===== config.mk =====
export PLATFORM = sky130hd
export DESIGN_NAME = dcas_unit
export DESIGN_NICKNAME = d
export VERILOG_FILES = /design/src/rtl/dcas_pkg.sv /design/src/rtl/dcas_decode.sv /design/src/rtl/dcas_cmp.sv /design/src/rtl/dcas_ctrl.sv /design/src/rtl/dcas_wback.sv /design/src/rtl/dcas_unit.sv
export SDC_FILE = /design/constraint.sdc
export NUM_CORES = 1
export LEC_CHECK = 0
export ABC_AREA = 1
export BUFFER_PORTS_ARGS = -buffer_cell sky130_fd_sc_hd__buf_2
export CAP_MARGIN = 30
export CELL_PAD_IN_SITES_DETAIL_PLACEMENT = 0
export CELL_PAD_IN_SITES_GLOBAL_PLACEMENT = 1
export CORE_ASPECT_RATIO = 0.6
export CORE_MARGIN = 2
export CORE_UTILIZATION = 35
export DETAILED_ROUTE_END_ITERATION = 10
export PLACE_DENSITY = 0.89
export SLEW_MARGIN = 20
export SYNTH_ARGS = -nofsm -noshare
export SYNTH_HDL_FRONTEND = slang
export SYNTH_SLANG_ARGS = --single-unit

===== constraint.sdc =====
create_clock -name clk -period 7.3 [get_ports clk]
set_clock_uncertainty 0.05 [all_clocks]
set_input_delay 1.46 -clock clk [delete_from_list [all_inputs] [get_ports clk]]
set_output_delay 1.46 -clock clk [all_outputs]
set_load 0.01 [all_outputs]

===== src/rtl/dcas_pkg.sv =====
// Shared types for the dual compare-and-swap unit.
// Assumes a 12-bit select field made of four equal register indices.
package dcas_pkg;
    localparam int IDX_W   = 3;
    localparam int N_FIELD = 4;
    localparam int SEL_W   = IDX_W * N_FIELD;

    typedef enum logic [2:0] {
        ST_IDLE,
        ST_FETCH,
        ST_RD_A,
        ST_RD_B,
        ST_WR_A,
        ST_WR_B,
        ST_FIN
    } dcas_state_e;
endpackage


===== src/rtl/dcas_decode.sv =====
// Splits the register-select field into four indices.
// Field 0 is the most significant group (first compare register), field 3 the least.
module dcas_decode
    import dcas_pkg::*;
(
    input  logic [SEL_W-1:0] sel,
    output logic [IDX_W-1:0] fld [N_FIELD]
);
    // One slice per field, taken from the top of the select word downward.
    for (genvar g = 0; g < N_FIELD; g++) begin : g_fld
        assign fld[g] = sel[(N_FIELD-g)*IDX_W-1 -: IDX_W];
    end
endmodule


===== src/rtl/dcas_cmp.sv =====
// One compare pair: equality and {N,Z,V,C} of loaded minus expected at the operand size.
// Assumes word size means the low DATA_W/2 bits; upper bits are ignored in that size.
module dcas_cmp #(
    parameter int DATA_W = 32
) (
    input  logic              size_long,
    input  logic [DATA_W-1:0] loaded,
    input  logic [DATA_W-1:0] expected,
    output logic              equal,
    output logic [3:0]        nzvc
);
    localparam int HALF_W = DATA_W / 2;

    logic [DATA_W-1:0] diff_l;
    logic [HALF_W-1:0] diff_w;
    logic [HALF_W-1:0] ld_w;
    logic [HALF_W-1:0] ex_w;

    // Differences at both sizes.
    always_comb begin
        ld_w   = loaded[HALF_W-1:0];
        ex_w   = expected[HALF_W-1:0];
        diff_l = loaded - expected;
        diff_w = ld_w - ex_w;
    end

    // Pick the result of the active size.
    always_comb begin
        if (size_long) begin
            equal = (loaded == expected);
            nzvc  = {diff_l[DATA_W-1],
                     (diff_l == '0),
                     (loaded[DATA_W-1] ^ expected[DATA_W-1]) & (diff_l[DATA_W-1] ^ loaded[DATA_W-1]),
                     (loaded < expected)};
        end else begin
            equal = (ld_w == ex_w);
            nzvc  = {diff_w[HALF_W-1],
                     (diff_w == '0),
                     (ld_w[HALF_W-1] ^ ex_w[HALF_W-1]) & (diff_w[HALF_W-1] ^ ld_w[HALF_W-1]),
                     (ld_w < ex_w)};
        end
    end
endmodule


===== src/rtl/dcas_ctrl.sv =====
// Sequencer: snapshot, read A, read B, optional write A and B, finish.
// Assumes mem_ack is only given while a request is outstanding.
module dcas_ctrl
    import dcas_pkg::*;
(
    input  logic        clk,
    input  logic        rst_n,
    input  logic        start,
    input  logic        mem_ack,
    input  logic        swap_ok,
    output dcas_state_e st,
    output logic        latch_cmd,
    output logic        cap_rf,
    output logic        cap_la,
    output logic        cap_lb,
    output logic        in_rd_b,
    output logic        mem_req,
    output logic        mem_we,
    output logic        use_b,
    output logic        mem_lock,
    output logic        done
);
    dcas_state_e st_nxt;
    logic        lock_q;

    // Next-state selection.
    always_comb begin
        st_nxt = st;
        unique case (st)
            ST_IDLE:  if (start) st_nxt = ST_FETCH;
            ST_FETCH: st_nxt = ST_RD_A;
            ST_RD_A:  if (mem_ack) st_nxt = ST_RD_B;
            ST_RD_B:  if (mem_ack) st_nxt = swap_ok ? ST_WR_A : ST_FIN;
            ST_WR_A:  if (mem_ack) st_nxt = ST_WR_B;
            ST_WR_B:  if (mem_ack) st_nxt = ST_FIN;
            ST_FIN:   st_nxt = ST_IDLE;
            default:  st_nxt = ST_IDLE;
        endcase
    end

    // State register.
    always_ff @(posedge clk) begin
        if (!rst_n) st <= ST_IDLE;
        else        st <= st_nxt;
    end

    // Lock: set on entry to the first read, cleared on the final acknowledge.
    always_ff @(posedge clk) begin
        if (!rst_n)
            lock_q <= 1'b0;
        else if (st == ST_FETCH)
            lock_q <= 1'b1;
        else if (mem_ack && ((st == ST_RD_B && !swap_ok) || st == ST_WR_B))
            lock_q <= 1'b0;
    end

    // Strobes and bus controls decoded from the state.
    always_comb begin
        latch_cmd = (st == ST_IDLE) && start;
        cap_rf    = (st == ST_FETCH);
        cap_la    = (st == ST_RD_A) && mem_ack;
        cap_lb    = (st == ST_RD_B) && mem_ack;
        in_rd_b   = (st == ST_RD_B);
        mem_req   = (st == ST_RD_A) || (st == ST_RD_B) || (st == ST_WR_A) || (st == ST_WR_B);
        mem_we    = (st == ST_WR_A) || (st == ST_WR_B);
        use_b     = (st == ST_RD_B) || (st == ST_WR_B);
        done      = (st == ST_FIN);
        mem_lock  = lock_q;
    end
endmodule


===== src/rtl/dcas_wback.sv =====
// Formats the two compare-register write-backs.
// Word size merges the loaded low half with the register's kept upper half;
// when both indices match, only port B writes so the second loaded value wins.
module dcas_wback
    import dcas_pkg::*;
#(
    parameter int DATA_W = 32
) (
    input  logic                   size_long,
    input  logic                   fire,
    input  logic [IDX_W-1:0]       idx_a,
    input  logic [IDX_W-1:0]       idx_b,
    input  logic [DATA_W-1:0]      ld_a,
    input  logic [DATA_W-1:0]      ld_b,
    input  logic [DATA_W/2-1:0]    keep_a,
    input  logic [DATA_W/2-1:0]    keep_b,
    output logic                   we_a,
    output logic [DATA_W-1:0]      wdata_a,
    output logic [1:0]             wbe_a,
    output logic                   we_b,
    output logic [DATA_W-1:0]      wdata_b,
    output logic [1:0]             wbe_b
);
    localparam int HALF_W = DATA_W / 2;

    logic [DATA_W-1:0] ld   [2];
    logic [HALF_W-1:0] keep [2];
    logic [DATA_W-1:0] dat  [2];

    assign ld[0]   = ld_a;
    assign ld[1]   = ld_b;
    assign keep[0] = keep_a;
    assign keep[1] = keep_b;

    // Per-port data: full value or merged low half.
    for (genvar p = 0; p < 2; p++) begin : g_port
        assign dat[p] = size_long ? ld[p] : {keep[p], ld[p][HALF_W-1:0]};
    end

    // Enables and half selects.
    always_comb begin
        we_a    = fire && (idx_a != idx_b);
        we_b    = fire;
        wdata_a = dat[0];
        wdata_b = dat[1];
        wbe_a   = size_long ? 2'b11 : 2'b01;
        wbe_b   = size_long ? 2'b11 : 2'b01;
    end
endmodule


===== src/rtl/dcas_unit.sv =====
// Dual compare-and-swap unit top level.
// Snapshots operands, runs the locked four-access (or two-access) memory
// sequence, produces compare flags and writes loaded values to the compare registers.
// Assumes register-file reads are combinational from the index outputs.
module dcas_unit
    import dcas_pkg::*;
#(
    parameter int DATA_W = 32,
    parameter int ADDR_W = 32
) (
    input  logic              clk,
    input  logic              rst_n,
    input  logic              start,
    input  logic              size_long,
    input  logic [SEL_W-1:0]  reg_sel,
    input  logic [ADDR_W-1:0] addr_a,
    input  logic [ADDR_W-1:0] addr_b,
    output logic [IDX_W-1:0]  rf_ridx_ca,
    output logic [IDX_W-1:0]  rf_ridx_cb,
    output logic [IDX_W-1:0]  rf_ridx_ua,
    output logic [IDX_W-1:0]  rf_ridx_ub,
    input  logic [DATA_W-1:0] rf_rdata_ca,
    input  logic [DATA_W-1:0] rf_rdata_cb,
    input  logic [DATA_W-1:0] rf_rdata_ua,
    input  logic [DATA_W-1:0] rf_rdata_ub,
    output logic              rf_we_a,
    output logic [IDX_W-1:0]  rf_widx_a,
    output logic [DATA_W-1:0] rf_wdata_a,
    output logic [1:0]        rf_wbe_a,
    output logic              rf_we_b,
    output logic [IDX_W-1:0]  rf_widx_b,
    output logic [DATA_W-1:0] rf_wdata_b,
    output logic [1:0]        rf_wbe_b,
    output logic              mem_req,
    output logic              mem_we,
    output logic              mem_long,
    output logic              mem_lock,
    output logic [ADDR_W-1:0] mem_addr,
    output logic [DATA_W-1:0] mem_wdata,
    input  logic [DATA_W-1:0] mem_rdata,
    input  logic              mem_ack,
    output logic [3:0]        cc_flags,
    output logic              done
);
    localparam int HALF_W = DATA_W / 2;

    dcas_state_e       st;
    logic              latch_cmd, cap_rf, cap_la, cap_lb, in_rd_b, use_b;
    logic              size_q;
    logic [SEL_W-1:0]  sel_q;
    logic [ADDR_W-1:0] addr_a_q, addr_b_q;
    logic [DATA_W-1:0] ca_q, cb_q, ua_q, ub_q;
    logic [DATA_W-1:0] la_q, lb_q;
    logic [IDX_W-1:0]  fld [N_FIELD];
    logic [DATA_W-1:0] upd;
    logic              swap_ok;
    logic [DATA_W-1:0] cmp_l [2];
    logic [DATA_W-1:0] cmp_c [2];
    logic              cmp_eq [2];
    logic [3:0]        cmp_f  [2];

    dcas_decode u_dec (
        .sel (sel_q),
        .fld (fld)
    );

    dcas_ctrl u_ctrl (
        .clk       (clk),
        .rst_n     (rst_n),
        .start     (start),
        .mem_ack   (mem_ack),
        .swap_ok   (swap_ok),
        .st        (st),
        .latch_cmd (latch_cmd),
        .cap_rf    (cap_rf),
        .cap_la    (cap_la),
        .cap_lb    (cap_lb),
        .in_rd_b   (in_rd_b),
        .mem_req   (mem_req),
        .mem_we    (mem_we),
        .use_b     (use_b),
        .mem_lock  (mem_lock),
        .done      (done)
    );

    // Command capture at start.
    always_ff @(posedge clk) begin
        if (!rst_n) begin
            size_q   <= 1'b0;
            sel_q    <= '0;
            addr_a_q <= '0;
            addr_b_q <= '0;
        end else if (latch_cmd) begin
            size_q   <= size_long;
            sel_q    <= reg_sel;
            addr_a_q <= addr_a;
            addr_b_q <= addr_b;
        end
    end

    // Register-file snapshot of compare and update values.
    always_ff @(posedge clk) begin
        if (!rst_n) begin
            ca_q <= '0;
            cb_q <= '0;
            ua_q <= '0;
            ub_q <= '0;
        end else if (cap_rf) begin
            ca_q <= rf_rdata_ca;
            cb_q <= rf_rdata_cb;
            ua_q <= rf_rdata_ua;
            ub_q <= rf_rdata_ub;
        end
    end

    // Loaded values from the two reads.
    always_ff @(posedge clk) begin
        if (!rst_n) begin
            la_q <= '0;
            lb_q <= '0;
        end else begin
            if (cap_la) la_q <= mem_rdata;
            if (cap_lb) lb_q <= mem_rdata;
        end
    end

    // Compare inputs; the second loaded value is taken from the bus while it arrives.
    assign cmp_l[0] = la_q;
    assign cmp_l[1] = in_rd_b ? mem_rdata : lb_q;
    assign cmp_c[0] = ca_q;
    assign cmp_c[1] = cb_q;

    for (genvar p = 0; p < 2; p++) begin : g_cmp
        dcas_cmp #(.DATA_W(DATA_W)) u_cmp (
            .size_long (size_q),
            .loaded    (cmp_l[p]),
            .expected  (cmp_c[p]),
            .equal     (cmp_eq[p]),
            .nzvc      (cmp_f[p])
        );
    end

    // Swap decision and flag source selection.
    always_comb begin
        swap_ok  = cmp_eq[0] && cmp_eq[1];
        cc_flags = cmp_eq[0] ? cmp_f[1] : cmp_f[0];
    end

    // Memory bus data path.
    always_comb begin
        upd       = use_b ? ub_q : ua_q;
        mem_addr  = use_b ? addr_b_q : addr_a_q;
        mem_wdata = size_q ? upd : {{HALF_W{1'b0}}, upd[HALF_W-1:0]};
        mem_long  = size_q;
    end

    // Register-file read indices.
    always_comb begin
        rf_ridx_ca = fld[0];
        rf_ridx_cb = fld[1];
        rf_ridx_ua = fld[2];
        rf_ridx_ub = fld[3];
        rf_widx_a  = fld[0];
        rf_widx_b  = fld[1];
    end

    dcas_wback #(.DATA_W(DATA_W)) u_wb (
        .size_long (size_q),
        .fire      (done),
        .idx_a     (fld[0]),
        .idx_b     (fld[1]),
        .ld_a      (la_q),
        .ld_b      (lb_q),
        .keep_a    (ca_q[DATA_W-1:HALF_W]),
        .keep_b    (cb_q[DATA_W-1:HALF_W]),
        .we_a      (rf_we_a),
        .wdata_a   (rf_wdata_a),
        .wbe_a     (rf_wbe_a),
        .we_b      (rf_we_b),
        .wdata_b   (rf_wdata_b),
        .wbe_b     (rf_wbe_b)
    );
endmodule


== Word-level counts from Yosys, hierarchy flattened ==
Index checks and enable logic that the tools add are counted.
Operators by class
  $add $sub $neg: 4
  $lt $le $gt $ge: 4
  eq/ne operators: 16
  muxes and demuxes: 21
  bitwise logic cells: 12
  reductions and logical operators: 21
Operators with widths (number)
  2-to-1 mux 32 bit: 6
  == test 32 bit: 2
  logical NOT 32 bit: 2
  < comparator 32 bit: 2
  subtractor 32 bit: 2
  == test 16 bit: 2
  logical NOT 16 bit: 2
  < comparator 16 bit: 2
  subtractor 16 bit: 2
  case mux 3 bit (6 select lines): 1
  2-to-1 mux 3 bit: 5
  2-to-1 mux 4 bit: 3
  inequality test 2 bit, second input constant: 5
  == test 3 bit, second input constant: 3
  XOR 1 bit: 8
  logical AND 1 bit: 7
  == test 3 x 2 -> 1 bit, second input constant: 2
  logical OR 1 bit: 6
  AND reduction 5 bit: 1
  bitwise AND 1 bit: 4
  2-to-1 mux 1 bit: 4
  2-to-1 mux 2 bit: 2
  == test 3 x 1 -> 1 bit, second input constant: 1
  logical NOT 3 bit: 1
  3 further kinds: 3
Storage, ports and cells
  flip-flop bits (word level): 273
  bits of input ports: 241
  output and inout bits: 161
  logic and storage cells: 90

== Depth between registers and ports, before layout ==
  depth after elaboration: 11
  depth in mapped cells: 24
  mapped depth without buffers: 24

== Hierarchy ==
From an unflattened synthesis, not the netlist that was laid out.
Second synthesis, totals
  cells, all modules: 3378
  area total of the unflattened synthesis: 19366.1 um2
By module, submodules not included
  dcas_unit: times used 1, cells each 2003, area an instance 12293.0 um2
  dcas_cmp: times used 2, cells each 613, area an instance 2909.0 um2
  dcas_wback: times used 1, cells each 88, area an instance 884.6 um2
  dcas_ctrl: times used 1, cells each 49, area an instance 280.3 um2
  dcas_decode: times used 1, cells each 12, area an instance 90.1 um2

== Least setup slack after synthesis ==
No wires, ideal clock.
  path type: input to output
  from: input port mem_rdata[6]
  to: output port cc_flags[2]
  arrival: 3.139 ns
  required time: 5.790 ns
  slack: 2.651 ns
  stages: 20
  path buffers: 0
  cells stage by stage: nand2_1 o21ai_0 ha_1 nand2_1 inv_1 a21oi_1 nand2_1 nand2_1 nand2_2 nand2_1 nand2_1 nand2_1 nand2_1 nor2_1 nand2_1 nor2_1 nand2_1 nand2_1 nand2_1 nand2_1
On the way
  longest elaborated chain between the ends: 5
  elaborated cells between the ends (all ways): 7
  those cells by class: add/sub (2); mux (3); reduce/logical (2)
Ends and longest elaborated chain
  start, declared: line dcas_unit.sv:40  | input logic [DATA_W-1:0] mem_rdata,
  2-to-1 mux 32 bit (*): line dcas_unit.sv:129  | assign cmp_l[1] = in_rd_b ? mem_rdata : lb_q;
  subtractor 32 bit or subtractor 16 bit (tied branches): line dcas_cmp.sv:23, dcas_cmp.sv:24
  logical NOT 32 bit or logical NOT 16 bit (tied branches): line dcas_cmp.sv:32, dcas_cmp.sv:38
  2-to-1 mux 4 bit (*): line dcas_cmp.sv:29  | if (size_long) begin
  2-to-1 mux 4 bit (*): line dcas_unit.sv:146  | cc_flags = cmp_eq[0] ? cmp_f[1] : cmp_f[0];
  end, declared: line dcas_unit.sv:42  | output logic [3:0] cc_flags,
Every way passes the cells marked *; elsewhere a longest branch is shown, timed or not.

== Worst setup path in the final report ==
  from: register u_ctrl.st[0]
  to: output port cc_flags[2]
On the way
  longest elaborated chain between the ends: 6
  elaborated cells between the ends (all ways): 8
  those cells by class: add/sub (2); eq/ne (1); mux (3); reduce/logical (2)
Ends and longest elaborated chain
  start, declared: line dcas_ctrl.sv:11  | output dcas_state_e st,
  start signal, assigned: line dcas_ctrl.sv:44  | else st <= st_nxt;
  == test 3 x 2 -> 1 bit (*): line dcas_ctrl.sv:63  | in_rd_b = (st == ST_RD_B);
  2-to-1 mux 32 bit (*): line dcas_unit.sv:129
  subtractor 32 bit or subtractor 16 bit (tied branches): line dcas_cmp.sv:23, dcas_cmp.sv:24
  logical NOT 32 bit or logical NOT 16 bit (tied branches): line dcas_cmp.sv:32, dcas_cmp.sv:38
  2-to-1 mux 4 bit (*): line dcas_cmp.sv:29
  2-to-1 mux 4 bit (*): line dcas_unit.sv:146
Marked as above.

==> results_tabular.tex <==
\begin{tabular}{lr}
\hline
Metric & Value \\
\hline
\multicolumn{2}{l}{\textbf{Status}} \\
Status & finished, final reports clean \\
\multicolumn{2}{l}{\textbf{Power and ir drop}} \\
Total power & 9010 uW \\
Peak supply drop & about 230 uV \\
Standby leakage power & between 0.01 and 0.015 uW \\
Pwr dens & 454 mW/mm\^{}2 \\
\multicolumn{2}{l}{\textbf{Worst setup path}} \\
Reg2Reg Depth & 16 \\
Required time at the worst-slack endpoint & just under 6 ns \\
Maximum single-stage delay on the critical path & around 0.5 ns \\
Logic depth of the worst setup path including buffers & 17 \\
Critical setup path kind & flop to output pin \\
Kind of start point of the critical path & flop \\
Slack of the worst reg-to-reg path & around 3.3 ns \\
Crit-path cells & inv\_2, nor3\_4, buf\_4, o21ai\_0, ha\_1, nand2\_1, nor2\_1, nand3\_1, nand2\_1, nand2\_1, nand2\_2, xor2\_1, nand3\_1, nor2\_1, nand2\_1, nand2\_1, buf\_2 \\
Top cell family by delay on the critical path & simple AND/OR/NAND/NOR gates \\
R2R Path End & u\_ctrl.st[1] \\
Arrival time at the worst endpoint & 4.70 ns \\
Peak fanout along the critical path & a little over 60 \\
Worst path bufs/invs & 3 \\
Dominant cell type by count on the critical path & nand2\_1 \\
Cell with the largest stage delay on the worst path & buf\_4 \\
R2r startpoint & u\_ctrl.st[0] \\
Endpoint class of the critical path & output pin \\
\multicolumn{2}{l}{\textbf{Logic synthesis}} \\
Cells taking the most area after synthesis & dfxtp\_1 (33\%), nand2\_1 (15\%), o21ai\_0 (11\%), inv\_1 (10\%), nor2\_1 (8.3\%) \\
Post-Synthesis Mean Instance Area & 6.08 um\^{}2 \\
Fraction of the mapped netlist area in simple logic gates & 0.276 \\
Total of flip-flops plus latches after synthesis & roughly 270 \\
Fraction of registers with async set or reset after synthesis & 0 \\
Share of synthesized cell area in full adder, half adder and majority cells & 0.0480 \\
Seq/Total Area, Yosys & 0.328 \\
Synth area leader & dfxtp\_1 \\
Gate Count Post-Synth & between 2k and 3k \\
Ys flop type & dfxtp\_1 \\
Multiplexer share of the synthesized area & 0 \\
Synthesis warning total & 0 \\
Xor/xnor cell area share of the yosys netlist & 0.0131 \\
Number of enable flip-flop cells after synthesis & 0 \\
Most instantiated library cell after synthesis & nand2\_1 \\
Most common library cells after synthesis & nand2\_1 (673), inv\_1 (453), nor2\_1 (367) \\
Share of the synthesized area in the top cell type & 0.328 \\
Complex-gate fraction of the synthesized area & 0.187 \\
Unique masters post-synth & 39 \\
Largest family of logic cells by synthesized area & simple AND/OR/NAND/NOR gates \\
Synth Cell Area & between 0.015 and 0.02 mm\^{}2 \\
\multicolumn{2}{l}{\textbf{Worst hold path}} \\
Worst hold path endpoint & addr\_b\_q[2] \\
Source of the worst hold timing path & addr\_b\_q[2] \\
Worst hold-check path type & flop to flop \\
Worst hold path depth & 2 \\
\multicolumn{2}{l}{\textbf{Clock network}} \\
Clock latency on the worst-skew pair & 0.60 ns \\
Number of buffers inserted by post-CTS setup repair & 0 \\
Maximum buffer depth of the clock tree & 3 \\
Inserted Clock Buffers & 28 \\
Root cell of the clock tree & clkbuf\_16 \\
Quantity of gates resized following cts & 0 \\
Number of hold-repair buffers added at the cts stage & 0 \\
Number of sinks driven by the clock tree & between 200 and 300 \\
Clock tree from TritonCTS & built \\
Htree depth & 1 \\
Clk slew on worst S/H paths & about 0.070 ns \\
\multicolumn{2}{l}{\textbf{Floorplanning}} \\
IO Count & 402 \\
Die width & around 290 um \\
Core region area & 0.0467 mm\^{}2 \\
Starting Density & 0.357 \\
Die area & between 0.04 and 0.05 mm\^{}2 \\
\# rows & between 60 and 70 \\
Die height & approximately 170 um \\
\multicolumn{2}{l}{\textbf{Finish}} \\
Area used by multi-input combinational logic & a little under 0.009 mm\^{}2 \\
Fill cells & roughly 5.1k \\
Final design area excluding fillers & a little under 0.02 mm\^{}2 \\
Utilization after layout & 0.424 \\
Combined flip-flop and latch cell area & between 0.005 and 0.006 mm\^{}2 \\
Area growth, synth to finish & 18.8\% \\
Layout cells sized above 1 & 0.156 \\
Net count of the finished layout & 3,333 \\
Post-route non-filler standard cell count & around 3.7k \\
\multicolumn{2}{l}{\textbf{Job}} \\
Count of maximum capacitance violations & 0 \\
\multicolumn{2}{l}{\textbf{Placed design}} \\
Final GP Congestion & between 1 and 1.5 \\
DP Wirelength & roughly 50 mm \\
Placement-stage cell area & between 0.015 and 0.02 mm\^{}2 \\
Cells after DPL & between 3k and 4k \\
Count of buffers inserted at the top-level ports & roughly 400 \\
\multicolumn{2}{l}{\textbf{Detailed routing}} \\
Final wirelength & about 64 mm \\
Router iterations before antenna repair & 6 \\
Routed length per placed instance & approximately 17 um \\
Via/cell ratio & around 4.8 \\
Overall via count from detail\_route & 17.7k \\
Detailed-route DRC error count & 0 \\
Remaining number of nets flagged by the antenna check after routing & 0 \\
Initial DRC count & roughly 1.6k \\
\multicolumn{2}{l}{\textbf{GRT}} \\
Grt ovf & 0 \\
Global router's overall resource usage & 0.251 \\
Global-route wire length before repair & a little under 100 mm \\
Pin count of the biggest net entering global routing & roughly 130 \\
Number of antenna violations at the first check in global routing & 12 \\
Via count of the first global-routing pass & $\sim$16k \\
\multicolumn{2}{l}{\textbf{Timing}} \\
Unrepaired setup endpoints after global routing & no \\
Final number of setup-violating endpoints & 0 \\
Final setup TNS & 0 ns \\
Time the worst path needs with I/O delays and setup & just over 6 ns \\
Tightest Pin Transition & approximately 0.9 ns \\
Slew headroom & 0.398 \\
Maximum clock frequency & 0.161 GHz \\
Period utilization & 0.851 \\
Final hold violation count & 0 \\
Max-slew violation total from the final report & 0 \\
\hline
\end{tabular}
==> logic make-up after synthesis <==
kind of cell,Yosys count
compound gates,598
xor+xnor,25
fa+ha+maj,64
buf+inv,614
flops,273
other cells,1
simple gates,1167
==> worst max path at each step <==
stage	start	to	slack (ns)
2_1_floorplan	mem_rdata[6]	cc_flags[2]	2.65
3_3_place_gp	mem_rdata[4]	cc_flags[1]	1.49
3_5_place_dp	mem_rdata[4]	cc_flags[2]	1.58
4_1_cts	u_ctrl.st[0]	cc_flags[1]	1.21
5_1_grt	u_ctrl.st[0]	cc_flags[1]	0.79
6_report	u_ctrl.st[0]	cc_flags[2]	1.09
==> placed cells by master, fill, tap and decap left out, drive strengths merged, types with 31 or more instances in the layout <==
cell type  instances
a21oi            187
a211oi            31
inv              458
dfxtp            273
nor2             369
nand2            675
buf              413
clkbuf            39
o21ai            365
nand3             69
ha                64
==> power breakdown <==
group / switching, uW / internal (uW)
clock: 646 / 821
combinational: 3760 / 1630
sequential: 214 / 1930
total: 4620 / 4380
==> sequential cells by signal (all words and copies together), names as in the netlist, 12 cells and up <==
register	flops
addr_a_q	32
addr_b_q	32
ca_q	32
cb_q	32
la_q	32
lb_q	32
ua_q	32
ub_q	32
sel_q	12
==> layer usage <==
metal | vias to the layer above | track usage | share of wire
met3 | 78 | 0.0784 | 0.099
met2 | 563 | 0.350 | 0.39
met5 | - | 0 | 0.00089
met1 | 7911 | 0.372 | 0.48
li1 | 9119 | - | -
met4 | 10 | 0.0554 | 0.023
==> final cells by class <==
type / instances / area share
multi-input cells: 1856 / 0.443
repair buffers: 413 / 0.108
clock inverters: 9 / 0.00663
clock buffers: 39 / 0.0395
well taps: 630 / 0.0398
diodes: 6 / 0.000758
inverters: 456 / 0.0866
flip-flops and latches: 273 / 0.276
==> worst min-delay path, delay by kind of cell (launching register included) <==
kind	cells	cell delay (ns)
buffers and inverters	1	0.05
flip-flops	1	0.31
AO/OA/AOI/OAI	1	0.05
==> stage by stage <==
stage	hold slack, ns	setup WS [ns]
final	0.395	1.09
after global routing	0.411	0.789
after CTS	0.394	1.21
after detailed placement	0.384	1.58
after global placement	0.382	1.49
after floorplan	0.374	2.65
No activity file was read; power rests on OpenSTA's default activity.
